## src/rtl/irq_sum_pkg.sv

```systemverilog
package irq_sum_pkg;
  // Enable bit positions; flag bit = enable bit + FLAG_OFS
  localparam int EN_MOD   = 7;
  localparam int EN_PROT  = 6;
  localparam int EN_HIF   = 5;
  localparam int EN_WAKE  = 4;
  localparam int EN_FNEB  = 3;
  localparam int EN_FNEA  = 2;
  localparam int EN_RXB   = 1;
  localparam int EN_TXB   = 0;
  localparam int FLAG_OFS = 8;
  localparam int SRC_N    = 7;   // summary flags below the module flag
  localparam int RXF_N    = 2;   // receive FIFOs: 0 = A, 1 = B
endpackage

```

## src/rtl/irq_group_or.sv

```systemverilog
module irq_group_or #(
  parameter int W = 4
) (
  input  logic         clk,
  input  logic         rst_n,
  input  logic [W-1:0] src,
  input  logic [W-1:0] src_en,
  input  logic         gate,
  output logic         sum_q
);
  logic sum_d;

  always_comb begin
    sum_d = gate & (|(src & src_en));
  end

  always_ff @(posedge clk or negedge rst_n) begin
    if (!rst_n) sum_q <= 1'b0;
    else        sum_q <= sum_d;
  end

  AST_GRP_NO_ENABLE_CLEARS: assert property (@(posedge clk) disable iff (!rst_n)
    (src_en == '0) |=> !sum_q);
endmodule

```

## src/rtl/rxf_ack_ctrl.sv

```systemverilog
module rxf_ack_ctrl #(
  parameter int DEPTH = 8,
  localparam int IDX_W = (DEPTH > 1) ? $clog2(DEPTH) : 1,
  localparam int LVL_W = $clog2(DEPTH + 1)
) (
  input  logic             clk,
  input  logic             rst_n,
  input  logic [LVL_W-1:0] lvl,
  input  logic             ack,
  output logic             flag_q,
  output logic [IDX_W-1:0] idx_q,
  output logic             pop_q
);
  logic             accept;
  logic             flag_d;
  logic             pop_d;
  logic [IDX_W-1:0] idx_d;

  always_comb begin
    accept = ack && (lvl != '0);
    pop_d  = accept;
    idx_d  = idx_q;
    flag_d = (lvl != '0);
    if (accept) begin
      idx_d  = (idx_q == IDX_W'(DEPTH - 1)) ? '0 : idx_q + 1'b1;
      flag_d = (lvl > LVL_W'(1));
    end
  end

  always_ff @(posedge clk or negedge rst_n) begin
    if (!rst_n) begin
      flag_q <= 1'b0;
      idx_q  <= '0;
      pop_q  <= 1'b0;
    end else begin
      flag_q <= flag_d;
      idx_q  <= idx_d;
      pop_q  <= pop_d;
    end
  end

  AST_POP_HAS_CAUSE: assert property (@(posedge clk) disable iff (!rst_n)
    pop_q |-> ($past(ack) && ($past(lvl) != '0)));
  AST_IDX_MOVES_ONLY_ON_POP: assert property (@(posedge clk) disable iff (!rst_n)
    !pop_q |-> $stable(idx_q));
  AST_EMPTY_ACK_IGNORED: assert property (@(posedge clk) disable iff (!rst_n)
    (ack && (lvl == '0)) |=> (!pop_q && $stable(idx_q)));
  AST_EMPTY_DROPS_FLAG: assert property (@(posedge clk) disable iff (!rst_n)
    (lvl == '0) |=> !flag_q);
endmodule

```

## src/rtl/irq_summary_reg.sv

```systemverilog
module irq_summary_reg
  import irq_sum_pkg::*;
#(
  parameter int PROT_N     = 8,
  parameter int HIF_N      = 4,
  parameter int RXB_N      = 4,
  parameter int TXB_N      = 4,
  parameter int FIFO_DEPTH = 8,
  localparam int IDX_W = (FIFO_DEPTH > 1) ? $clog2(FIFO_DEPTH) : 1,
  localparam int LVL_W = $clog2(FIFO_DEPTH + 1)
) (
  input  logic              clk,
  input  logic              rst_n,
  input  logic [PROT_N-1:0] prot_flags,
  input  logic [PROT_N-1:0] prot_en,
  input  logic [HIF_N-1:0]  hif_flags,
  input  logic [RXB_N-1:0]  rxb_flags,
  input  logic [RXB_N-1:0]  rxb_en,
  input  logic [TXB_N-1:0]  txb_flags,
  input  logic [TXB_N-1:0]  txb_en,
  input  logic              wake_a,
  input  logic              wake_b,
  input  logic [LVL_W-1:0]  fifo_a_lvl,
  input  logic [LVL_W-1:0]  fifo_b_lvl,
  input  logic              wr_en,
  input  logic [15:0]       wr_data,
  output logic [15:0]       rd_data,
  output logic [SRC_N-1:0]  irq_src,
  output logic              irq_mod,
  output logic [IDX_W-1:0]  fifo_a_idx,
  output logic [IDX_W-1:0]  fifo_b_idx,
  output logic              fifo_a_pop,
  output logic              fifo_b_pop
);
  // Reset: asserted asynchronously, released through two flops
  logic rst_meta_q, rst_n_q;
  always_ff @(posedge clk or negedge rst_n) begin
    if (!rst_n) begin
      rst_meta_q <= 1'b0;
      rst_n_q    <= 1'b0;
    end else begin
      rst_meta_q <= 1'b1;
      rst_n_q    <= rst_meta_q;
    end
  end

  // Enable byte
  logic [7:0] en_q, en_d;
  always_comb en_d = wr_en ? wr_data[7:0] : en_q;

  // Wakeup flag: a set in the same cycle beats a clear
  logic wake_q, wake_d, wake_clr;
  always_comb begin
    wake_clr = wr_en & wr_data[FLAG_OFS + EN_WAKE];
    wake_d   = (wake_a | wake_b) | (wake_q & ~wake_clr);
  end

  // Group summaries
  logic prot_q, hif_q, rxb_q, txb_q;

  irq_group_or #(.W(PROT_N)) u_prot (
    .clk(clk), .rst_n(rst_n_q), .src(prot_flags), .src_en(prot_en),
    .gate(1'b1), .sum_q(prot_q));
  irq_group_or #(.W(HIF_N)) u_hif (
    .clk(clk), .rst_n(rst_n_q), .src(hif_flags), .src_en({HIF_N{1'b1}}),
    .gate(en_q[EN_HIF]), .sum_q(hif_q));
  irq_group_or #(.W(RXB_N)) u_rxb (
    .clk(clk), .rst_n(rst_n_q), .src(rxb_flags), .src_en(rxb_en),
    .gate(1'b1), .sum_q(rxb_q));
  irq_group_or #(.W(TXB_N)) u_txb (
    .clk(clk), .rst_n(rst_n_q), .src(txb_flags), .src_en(txb_en),
    .gate(1'b1), .sum_q(txb_q));

  // Receive FIFO acknowledge control, one per FIFO
  logic [RXF_N-1:0][LVL_W-1:0] lvl_arr;
  logic [RXF_N-1:0][IDX_W-1:0] idx_arr;
  logic [RXF_N-1:0]            fne_q;
  logic [RXF_N-1:0]            pop_arr;

  assign lvl_arr = {fifo_b_lvl, fifo_a_lvl};

  for (genvar j = 0; j < RXF_N; j++) begin : g_rxf
    rxf_ack_ctrl #(.DEPTH(FIFO_DEPTH)) u_ctrl (
      .clk   (clk),
      .rst_n (rst_n_q),
      .lvl   (lvl_arr[j]),
      .ack   (wr_en & wr_data[FLAG_OFS + EN_FNEA + j]),
      .flag_q(fne_q[j]),
      .idx_q (idx_arr[j]),
      .pop_q (pop_arr[j])
    );
  end

  assign fifo_a_idx = idx_arr[0];
  assign fifo_b_idx = idx_arr[1];
  assign fifo_a_pop = pop_arr[0];
  assign fifo_b_pop = pop_arr[1];

  // Flag vector, index k = flag bit k + FLAG_OFS
  logic [SRC_N-1:0] fl;
  logic             mod_flag;
  logic [SRC_N-1:0] irq_src_d;
  logic             irq_mod_d;

  always_comb begin
    fl        = {prot_q, hif_q, wake_q, fne_q[1], fne_q[0], rxb_q, txb_q};
    mod_flag  = |(fl & en_q[SRC_N-1:0]);
    irq_src_d = fl & en_q[SRC_N-1:0];
    irq_mod_d = mod_flag & en_q[EN_MOD];
    rd_data   = {mod_flag, fl, en_q};
  end

  always_ff @(posedge clk or negedge rst_n_q) begin
    if (!rst_n_q) begin
      en_q    <= '0;
      wake_q  <= 1'b0;
      irq_src <= '0;
      irq_mod <= 1'b0;
    end else begin
      en_q    <= en_d;
      wake_q  <= wake_d;
      irq_src <= irq_src_d;
      irq_mod <= irq_mod_d;
    end
  end

  AST_WAKE_SET_WINS: assert property (@(posedge clk) disable iff (!rst_n_q)
    (wake_a || wake_b) |=> rd_data[FLAG_OFS + EN_WAKE]);
  AST_WAKE_ACK_CLEARS: assert property (@(posedge clk) disable iff (!rst_n_q)
    (wr_en && wr_data[FLAG_OFS + EN_WAKE] && !wake_a && !wake_b)
      |=> !rd_data[FLAG_OFS + EN_WAKE]);
  AST_HIF_NEEDS_ENABLE: assert property (@(posedge clk) disable iff (!rst_n_q)
    rd_data[FLAG_OFS + EN_HIF] |-> $past(en_q[EN_HIF]));
  AST_IRQ_NEEDS_ENABLE: assert property (@(posedge clk) disable iff (!rst_n_q)
    ((irq_src & ~$past(en_q[SRC_N-1:0])) == '0));
  AST_MOD_IRQ_NEEDS_ENABLE: assert property (@(posedge clk) disable iff (!rst_n_q)
    irq_mod |-> ($past(en_q[EN_MOD]) && $past(mod_flag)));
endmodule

```

## config.mk

```make
export PLATFORM = sky130hd
export DESIGN_NAME = irq_summary_reg
export DESIGN_NICKNAME = d
export VERILOG_FILES = /design/src/rtl/irq_sum_pkg.sv /design/src/rtl/irq_group_or.sv /design/src/rtl/rxf_ack_ctrl.sv /design/src/rtl/irq_summary_reg.sv
export SDC_FILE = /design/constraint.sdc
export NUM_CORES = 1
export LEC_CHECK = 0
export BUFFER_PORTS_ARGS = -buffer_cell sky130_fd_sc_hd__buf_2
export CAP_MARGIN = 25
export CORE_MARGIN = 8
export CORE_UTILIZATION = 36
export CTS_CLUSTER_DIAMETER = 120
export DETAILED_ROUTE_END_ITERATION = 16
export GPL_ROUTABILITY_DRIVEN = 0
export MAX_ROUTING_LAYER = met4
export PLACE_DENSITY_LB_ADDON = 0.2
export SETUP_SLACK_MARGIN = 0.15
export SKIP_LAST_GASP = 1
export SLEW_MARGIN = 20
export SYNTH_ARGS = -nofsm -noshare
export SYNTH_HDL_FRONTEND = slang
export SYNTH_SLANG_ARGS = --single-unit
```

## constraint.sdc

```tcl
create_clock -name clk -period 1.5 [get_ports clk]
set_clock_uncertainty 0.15 [all_clocks]
set_input_delay 0.15 -clock clk [delete_from_list [all_inputs] [get_ports clk]]
set_output_delay 0.15 -clock clk [all_outputs]
set_load 0.01 [all_outputs]
```

Word-level counts from Yosys, hierarchy flattened
Cells that the tools add are included.
{"block": "classes", "n_addsub": 2, "n_lt_le_gt_ge": 2, "eq_ne": 2, "muxes": 4, "n_bitwise": 13, "reduce_logical": 9}
{"operator": "4-bit OR reduction", "count": 3}
{"operator": "4-bit AND", "count": 2}
{"operator": "8-bit AND", "count": 1}
{"operator": "4-bit by 1-bit greater-than comparator with 1-bit output (second input constant)", "count": 2}
{"operator": "4-bit nonzero test", "count": 2}
{"operator": "8-bit OR reduction", "count": 1}
{"operator": "7-bit AND", "count": 1}
{"operator": "7-bit OR reduction", "count": 1}
{"operator": "3-bit by 1-bit adder with 3-bit output (second input constant)", "count": 2}
{"operator": "1-bit AND", "count": 6}
{"operator": "3-bit equality test (second input constant)", "count": 2}
{"operator": "3-bit 2-to-1 mux", "count": 2}
{"operator": "1-bit logical AND", "count": 2}
{"operator": "1-bit 2-to-1 mux", "count": 2}
{"operator": "1-bit OR", "count": 2}
{"operator": "1-bit NOT", "count": 1}
{"block": "word_totals", "regBits": 33, "out_inout_bits": 32}

Logic depth before layout (Yosys ltp)
Gate-level depths: netlist (run 1).
{"block": "logic_depth", "ltp_word": 4, "mapped_depth": 4, "mapped_depth_nobuf": 4}

Hierarchy
From an unflattened synthesis (run 1), not the netlist that was laid out.
{"block": "unflattened", "cells_unflattened": 104, "hier_area_um2": 1405.1}
{"mod": "irq_summary_reg", "n_inst": 1, "cells_per_inst": 53, "area_per_inst_um2": 729.4, "seq_area_each_um2": 475.5}
{"mod": "rxf_ack_ctrl", "n_inst": 2, "cells_per_inst": 16, "area_per_inst_um2": 232.7, "seq_area_each_um2": 125.1}
{"mod": "irq_group_or at u_hif ...", "n_inst": 3, "cells_per_inst": 4, "area_per_inst_um2": 47.5, "seq_area_each_um2": 25.0}
{"mod": "irq_group_or at u_prot", "n_inst": 1, "cells_per_inst": 7, "area_per_inst_um2": 67.6, "seq_area_each_um2": 25.0}

Worst setup path before layout (run 1)
Ideal clock, no wire load.
{"block": "synth_timing", "path_type": "register -> output", "from": "reg en_q[2]", "to": "out rd_data[15]", "arrival_time_ns": 1.330, "required_time_ns": 1.200, "slack_ns": -0.130, "stages_incl_launch_ff": 4, "cell_sequence": "dfrtp_1 > a222oi_1 > or4b_4 > buf_4"}
{"block": "synth_between", "elab_chain_cells": 2}
{"element": "start, declared", "line_no": "irq_summary_reg.sv:48", "rtl": "logic [7:0] en_q, en_d;"}
{"element": "start signal, assigned", "line_no": "irq_summary_reg.sv:120", "rtl": "en_q <= en_d;"}
{"element": "7-bit AND", "line_no": "irq_summary_reg.sv:107", "rtl": "mod_flag = |(fl & en_q[SRC_N-1:0]);"}
{"element": "7-bit OR reduction", "line_no": "irq_summary_reg.sv:107"}
{"element": "end, declared", "line_no": "irq_summary_reg.sv:27", "rtl": "output logic [15:0] rd_data,"}
Every way passes these cells.

Final worst setup path (run 1)
Same ends and word-level chain as after synthesis.

==> results of run 1 <==
-- final cells by class --
type,count,share of cell area (%)
Tap cell,48,2.31
Inverter,1,0.144
Sequential cell,33,31.7
Clock buffer,7,3.31
Timing Repair Buffer,161,43.1
Multi-Input combinational cell,55,19.5
-- kinds of logic after synthesis --
logic type                 count (synthesis)  share of synthesized area, %
buffers and inverters                     11                          5.60
muxes                                     13                          10.7
and+or+nand+nor                           21                          9.27
DFF                                       33                          60.6
other                                      1                         0.275
adders and majority gates                  4                          3.67
AOI/OAI and AO/OA                         16                          9.91
-- report_power, final --
part | switching, W | internal, W | total (W)
combinational | 0.000376 | 0.000548 | 0.000924
clock | 0.000293 | 0.000363 | 0.000657
sequential | 0.0000978 | 0.00104 | 0.00113
-- cells in the final DEF, fill, tap and decap left out, drive strengths merged, types with 2 or more instances in the layout --
master | netlist | routed
buf | 10 | 107
dlygate4sd3 | 0 | 54
dfrtp | 33 | 33
mux2 | 13 | 13
a22oi | 8 | 8
and2 | 8 | 8
clkbuf | 0 | 7
nand2 | 5 | 5
nor2 | 4 | 4
ha | 4 | 4
a2111o | 2 | 2
nor4 | 2 | 2
-- how the worst min path moves through the flow --
stage               slack (ns)  cells after the start           from           end
floorplan                -0.30                      0          rst_n    rst_meta_q
global placement         -0.21                      1          rst_n    rst_meta_q
detailed placement       -0.21                      1          rst_n    rst_meta_q
CTS                     0.0005                      3  prot_flags[3]  u_prot.sum_q
global route              0.02                      3    wr_data[12]        wake_q
finish                   0.009                      3    wr_data[12]        wake_q
-- sequential cells by signal, indices dropped and copies added, names as in the netlist, 2 cells and up --
name / cells
g_rxf.u_ctrl.idx_q: 6
en_q: 8
g_rxf.u_ctrl.pop_q: 2
irq_src: 7
g_rxf.u_ctrl.flag_q: 2
-- stage by stage --
stage	total power, W	area (µm²)	util [%]	setup TNS (ns)	hold slack, ns
final	0.00271	2610	71.2	-0.669	0.00887
after detailed placement	0.00190	1940	53.0	-0.430	-0.210
after floorplan	0.00155	1400	-	-0.214	-0.296
after CTS	0.00267	2570	70.3	-0.717	0.000520
after global placement	0.00184	1940	53.0	-0.319	-0.214
after global routing	0.00290	2610	71.2	-0.767	0.0180
-- per-layer routing --
metal,up-vias,track usage [%]
li1,669,-
met2,82,25.9
met4,0,6.04
met3,11,7.49
met1,638,18.9
met5,-,-
-- worst reg2reg max path: cells and delay by family (launching register included) --
kind            cells  cell delay, ns
flops               1            0.38
simple gates        2            0.68
compound gates      1            0.37
-- timing repair --
action,4_1_cts,5_1_grt
setup endpoints to repair,2,7
pin swaps,1,0
gates resized for setup,1,1
hold buffers,54,0
buffers inserted,0,3
endpoints found under the hold margin,17,0
==> flow_summary_export.csv, run 1 <==
group,metric,value,unit
finish,area_growth,91.0,%
clock_network,cts_buffer_depth,2,
global_route,grt_usage,16.8,%
yosys,async_reset_ff_share,100,%
die,start_util,37.3,%
finish,register_area,826,µm²
die,die_area,6010,µm²
setup_path,rr_worst_depth,3,
yosys,syn_inst,99,
global_route,grt-ovfl-total,0,
setup_path,arrival,1.69,ns
finish,drive_gt1_share,49.4,%
yosys,synth_area_leaders,"dfrtp_1, mux2_1, buf_4",
detailed_routing,routed.top_layer,"met4",
global_route,grt_pass1_wl,7.82,mm
power_and_ir_drop,leakage,1.27,nW
setup_path,end_kind,"output port",
setup_path,path_cells,"a222oi_1 -> or4b_4 -> buf_6",
detailed_routing,antenna_left,0,
placed_design,io_buffer_count,91,
finish,stdcell_count,305,
setup_path,cp.required,1.20,ns
power_and_ir_drop,pwr_density_cell,1040,nW/µm²
placed_design,pre_cts_slack,-0.236,ns
global_route,grt_max_degree,32,
clock_network,cts_tree,"built",
clock_network,root_buffer,"clkbuf_8",
detailed_routing,drc,0,
detailed_routing,via_per_inst,4.59,
run_status,outcome,"complete, but fails checks",
detailed_routing,firstDrtPassIters,4,
yosys,synthFlopType,"dfrtp_1",
detailed_routing,met1Wirelength,2.07,mm
global_route,antenna_found_initial,0,
setup_path,reg2reg_slack,-0.18,ns
yosys,ys_warn_count,0,
global_route,grt_pass1_vias,1663,
detailed_routing,routedWlPerCell,15.8,µm
setup_path,path_max_fanout,2,
finish,diodes,0,
timing,finalHoldViolCount,0,
yosys,syn_nets,168,
detailed_routing,routed-wl-met3,453,µm
detailed_routing,drtIter0Drc,62,
setup_path,path_delay_family,"simple AND/OR/NAND/NOR gates",
setup_path,slowest_stage,"or4b_4",
yosys,synth.cell_area,1360,µm²
yosys,synth_area_leader_cell,"dfrtp_1",
timing,layout_worst_path_cycle_share,133,%
detailed_routing,route.vias.total,1400,
setup_path,crit_type,"reg2out",
clock_network,worstSkewPairLatency,0.28,ns
timing,setup_viol,2,
setup_path,r2r-start,"en_q[2]",
yosys,synthDominantCellAreaShare,60.6,%
timing,maxSlewViolCount,0,
clock_network,cts_num_sinks,33,
run,drv_cap,0,
finish,nets,326,
run_status,violations,"negative setup slack",
clock_network,numCtsBuffers,5,
yosys,yosysUniqueCellTypes,25,
yosys,ys_top_cells_by_count,"dfrtp_1, mux2_1, buf_4",
die,io_pins,97,
clock_network,htree_levels,2,
die,die_w,77.6,µm
power_and_ir_drop,peakVddDrop,766,µV
setup_path,path_depth,3,
die,core,3660,µm²
yosys,ys_ff_latch,33,
yosys,avgSynthCellArea,13.8,µm²
setup_path,critPathBufInv,1,
yosys,synth.most_common_cell,"dfrtp_1",
timing,setup_slack,-0.489,ns
detailed_routing,wl_met2,2.21,mm
finish,fillers,254,
finish,multi_input_area,507,µm²
setup_path,rr_endpoint,"irq_mod",
placed_design,dp.final_hpwl,3.08,mm
timing,rsz0062_at_grt,"true",
min_path,min_path_type,"in2reg",
die,num_rows,22,
die,die_h,77.6,µm
yosys,seq_area_frac_synth,60.6,%
clock_network,clk_pin_slew,0.06,ns
placed_design,dp.cells,241,
setup_path,start_kind,"flip-flop",
yosys,synth_edf_count,0,
setup_path,endpoint,"rd_data[15]",
timing,fin_crit,1.99,ns
setup_path,worstSetupStartpoint,"en_q[2]",
setup_path,cpPeakStageDelay,0.53,ns
detailed_routing,wl,4.83,mm
timing,fmax,503,MHz
No activity file was read; power rests on OpenSTA's default activity.
==> run 2, diff against run 1 <==
--- a/config.mk
+++ b/config.mk
@@ -8,7 +8,7 @@
 export BUFFER_PORTS_ARGS = -buffer_cell sky130_fd_sc_hd__buf_2
 export CAP_MARGIN = 25
 export CORE_MARGIN = 8
-export CORE_UTILIZATION = 36
+export CORE_UTILIZATION = 39
 export CTS_CLUSTER_DIAMETER = 120
 export DETAILED_ROUTE_END_ITERATION = 16
 export GPL_ROUTABILITY_DRIVEN = 0
==> constraint.sdc (replaced) <==
create_clock -name clk -period 2.5 [get_ports clk]
set_clock_uncertainty 0.15 [all_clocks]
set_input_delay 0.25 -clock clk [delete_from_list [all_inputs] [get_ports clk]]
set_output_delay 0.25 -clock clk [all_outputs]
set_load 0.01 [all_outputs]
==> run 2 against run 1 <==
  * The run now ends clean
  * Hold slack improved by 0.011 ns
  * Global-route usage fell by 2.8 points
  * Clock power fell by 38%
  * First-iteration DRC count fell by 53%
  * Design area decreased by 18%
  * Sequential share of layout area grew 6.8 points
  * Die area down 6.1%
  * Register-to-register slack gained 1.0 ns
  * Non-clock buffer count fell by 44
==> flow_summary_export.csv, run 2 (synthesis gave the netlist of run 1 again) <==
group,metric,value,unit
run_status,outcome,"complete, no violations",
finish,final_core_util,64.3,%
die,io_pins,97,
setup_path,path_max_fanout,3,
setup_path,end_kind,"output port",
min_path,min_path_type,"in2reg",
setup_path,cpPeakStageDelay,0.51,ns
placed_design,io_buffer_count,91,
clock_network,clk_pin_slew,0.10,ns
die,start_util,40.9,%
global_route,grt_pass1_vias,1403,
clock_network,root_buffer,"clkbuf_4",
timing,fin_setup_tns,0,ns
timing,maxSlewViolCount,0,
detailed_routing,via_per_inst,4.58,
clock_network,worstSkewPairLatency,0.32,ns
finish,diodes,0,
setup_path,crit_type,"reg2out",
run,drv_cap,0,
finish,nets,282,
global_route,antenna_found_initial,0,
timing,holdWs,0.0195,ns
timing,setup_slack,0.363,ns
clock_network,cts_num_sinks,33,
finish,final_cell_mix,"buf_2, dfrtp_1, dlygate4sd3_1",
finish,drive_gt1_share,50.0,%
detailed_routing,routed-wl-met3,361,µm
die,die_area,5650,µm²
placed_design,dp.final_hpwl,2.90,mm
timing,layout_worst_path_cycle_share,85.5,%
timing,rsz0062_at_grt,"false",
setup_path,path_delay_family,"simple AND/OR/NAND/NOR gates",
detailed_routing,met1Wirelength,1.35,mm
clock_network,cts_buffer_depth,2,
setup_path,arrival,1.74,ns
setup_path,slowest_stage,"or4b_4",
clock_network,cts_tree,"built",
die,num_rows,21,
finish,fillers,278,
setup_path,critPathBufInv,1,
finish,multi_input_area,462,µm²
die,die_w,75.1,µm
global_route,grt_usage,14.0,%
global_route,grt-ovfl-total,0,
placed_design,pre_cts_slack,0.692,ns
detailed_routing,routedWlPerCell,14.1,µm
timing,fin_crit,2.14,ns
detailed_routing,firstDrtPassIters,4,
clock_network,numCtsBuffers,5,
timing,fmax,468,MHz
clock_network,cts_setup_buffers,0,
finish,top_register,"en_q",
detailed_routing,antenna_left,0,
global_route,grt_max_degree,19,
finish,area_growth,57.2,%
timing,finalHoldViolCount,0,
detailed_routing,routed.top_layer,"met4",
setup_path,path_cells,"a222oi_1 -> or4b_4 -> buf_2",
global_route,grt_pass1_wl,5.78,mm
detailed_routing,drc,0,
power_and_ir_drop,p_total,0.00147,W
power_and_ir_drop,leakage,1.06,nW
clock_network,htree_levels,2,
power_and_ir_drop,peakVddDrop,455,µV
timing,tightest_slew,0.553,ns
finish,largest_reg_flops,8,
timing,setup_viol,0,
setup_path,cp.required,2.10,ns
detailed_routing,wl,3.67,mm
timing,slew_headroom,63.2,%
die,core,3340,µm²
detailed_routing,route.vias.total,1191,
finish,final_common_cell,"buf_2",
detailed_routing,drtIter0Drc,29,
die,die_h,75.1,µm
setup_path,start_kind,"flip-flop",
finish,register_area,826,µm²
detailed_routing,wl_met2,1.89,mm
power_and_ir_drop,pwr_density_cell,686,nW/µm²
finish,reg.largest.list,"en_q: 8 flops, irq_src: 7 flops, g_rxf.u_ctrl.idx_q: 6 flops",
==> run 2: final timing paths <==
check,startpoint,slack [ns],end,cells past startpoint
max reg2reg,g_rxf[0].u_ctrl.flag_q,0.83,irq_mod,3
min,prot_en[5],0.02,u_prot.sum_q,3
min reg2reg,rst_n_q,0.07,u_txb.sum_q,0
max,g_rxf[0].u_ctrl.flag_q,0.36,rd_data[15],3
max in group asynchronous,rst_n_q,1.49,en_q[5],1
min in group asynchronous,rst_n_q,0.07,u_txb.sum_q,0
==> run 2: final cells by class <==
cell class / instances / share of cell area, %
flip-flops and latches: 33 / 38.5
repair buffers: 117 / 33.1
clock inverters: 1 / 1.40
inverters: 1 / 0.175
multi-input cells: 55 / 21.5
well taps: 46 / 2.68
clock buffers: 7 / 2.57
==> run 2: power by group <==
part	leakage, nW	switching [W]	total, W	internal (W)
Clock	0.0455	0.000168	0.000407	0.000239
Sequential	0.382	0.0000611	0.000681	0.000620
Combinational	0.635	0.000174	0.000383	0.000210
==> run 2: layer usage <==
| metal | track usage (%) | vias up |
|---|---|---|
| met5 | - | - |
| met3 | 5.06 | 6 |
| met1 | 12.6 | 545 |
| met2 | 25.7 | 59 |
| li1 | - | 581 |
| met4 | 5.76 | 0 |
==> run 2: what timing repair did <==
item                      in CTS  in global routing
hold endpoints to repair      17                  0
hold buffers                  24                  0
gates resized for setup        0                  0
==> run 2: through the flow <==
step           cell area (µm²)  std cells
5_1_grt                   2140        260
4_1_cts                   2140        260
2_1_floorplan             1360         99
3_3_place_gp              1820        228
6_report                  2140        260
3_5_place_dp              1820        228
==> run 2: tightest hold or removal path: stages <==
cell     delay [ns]
buf_2          0.08
a22oi_1        0.05
nand4_1        0.09
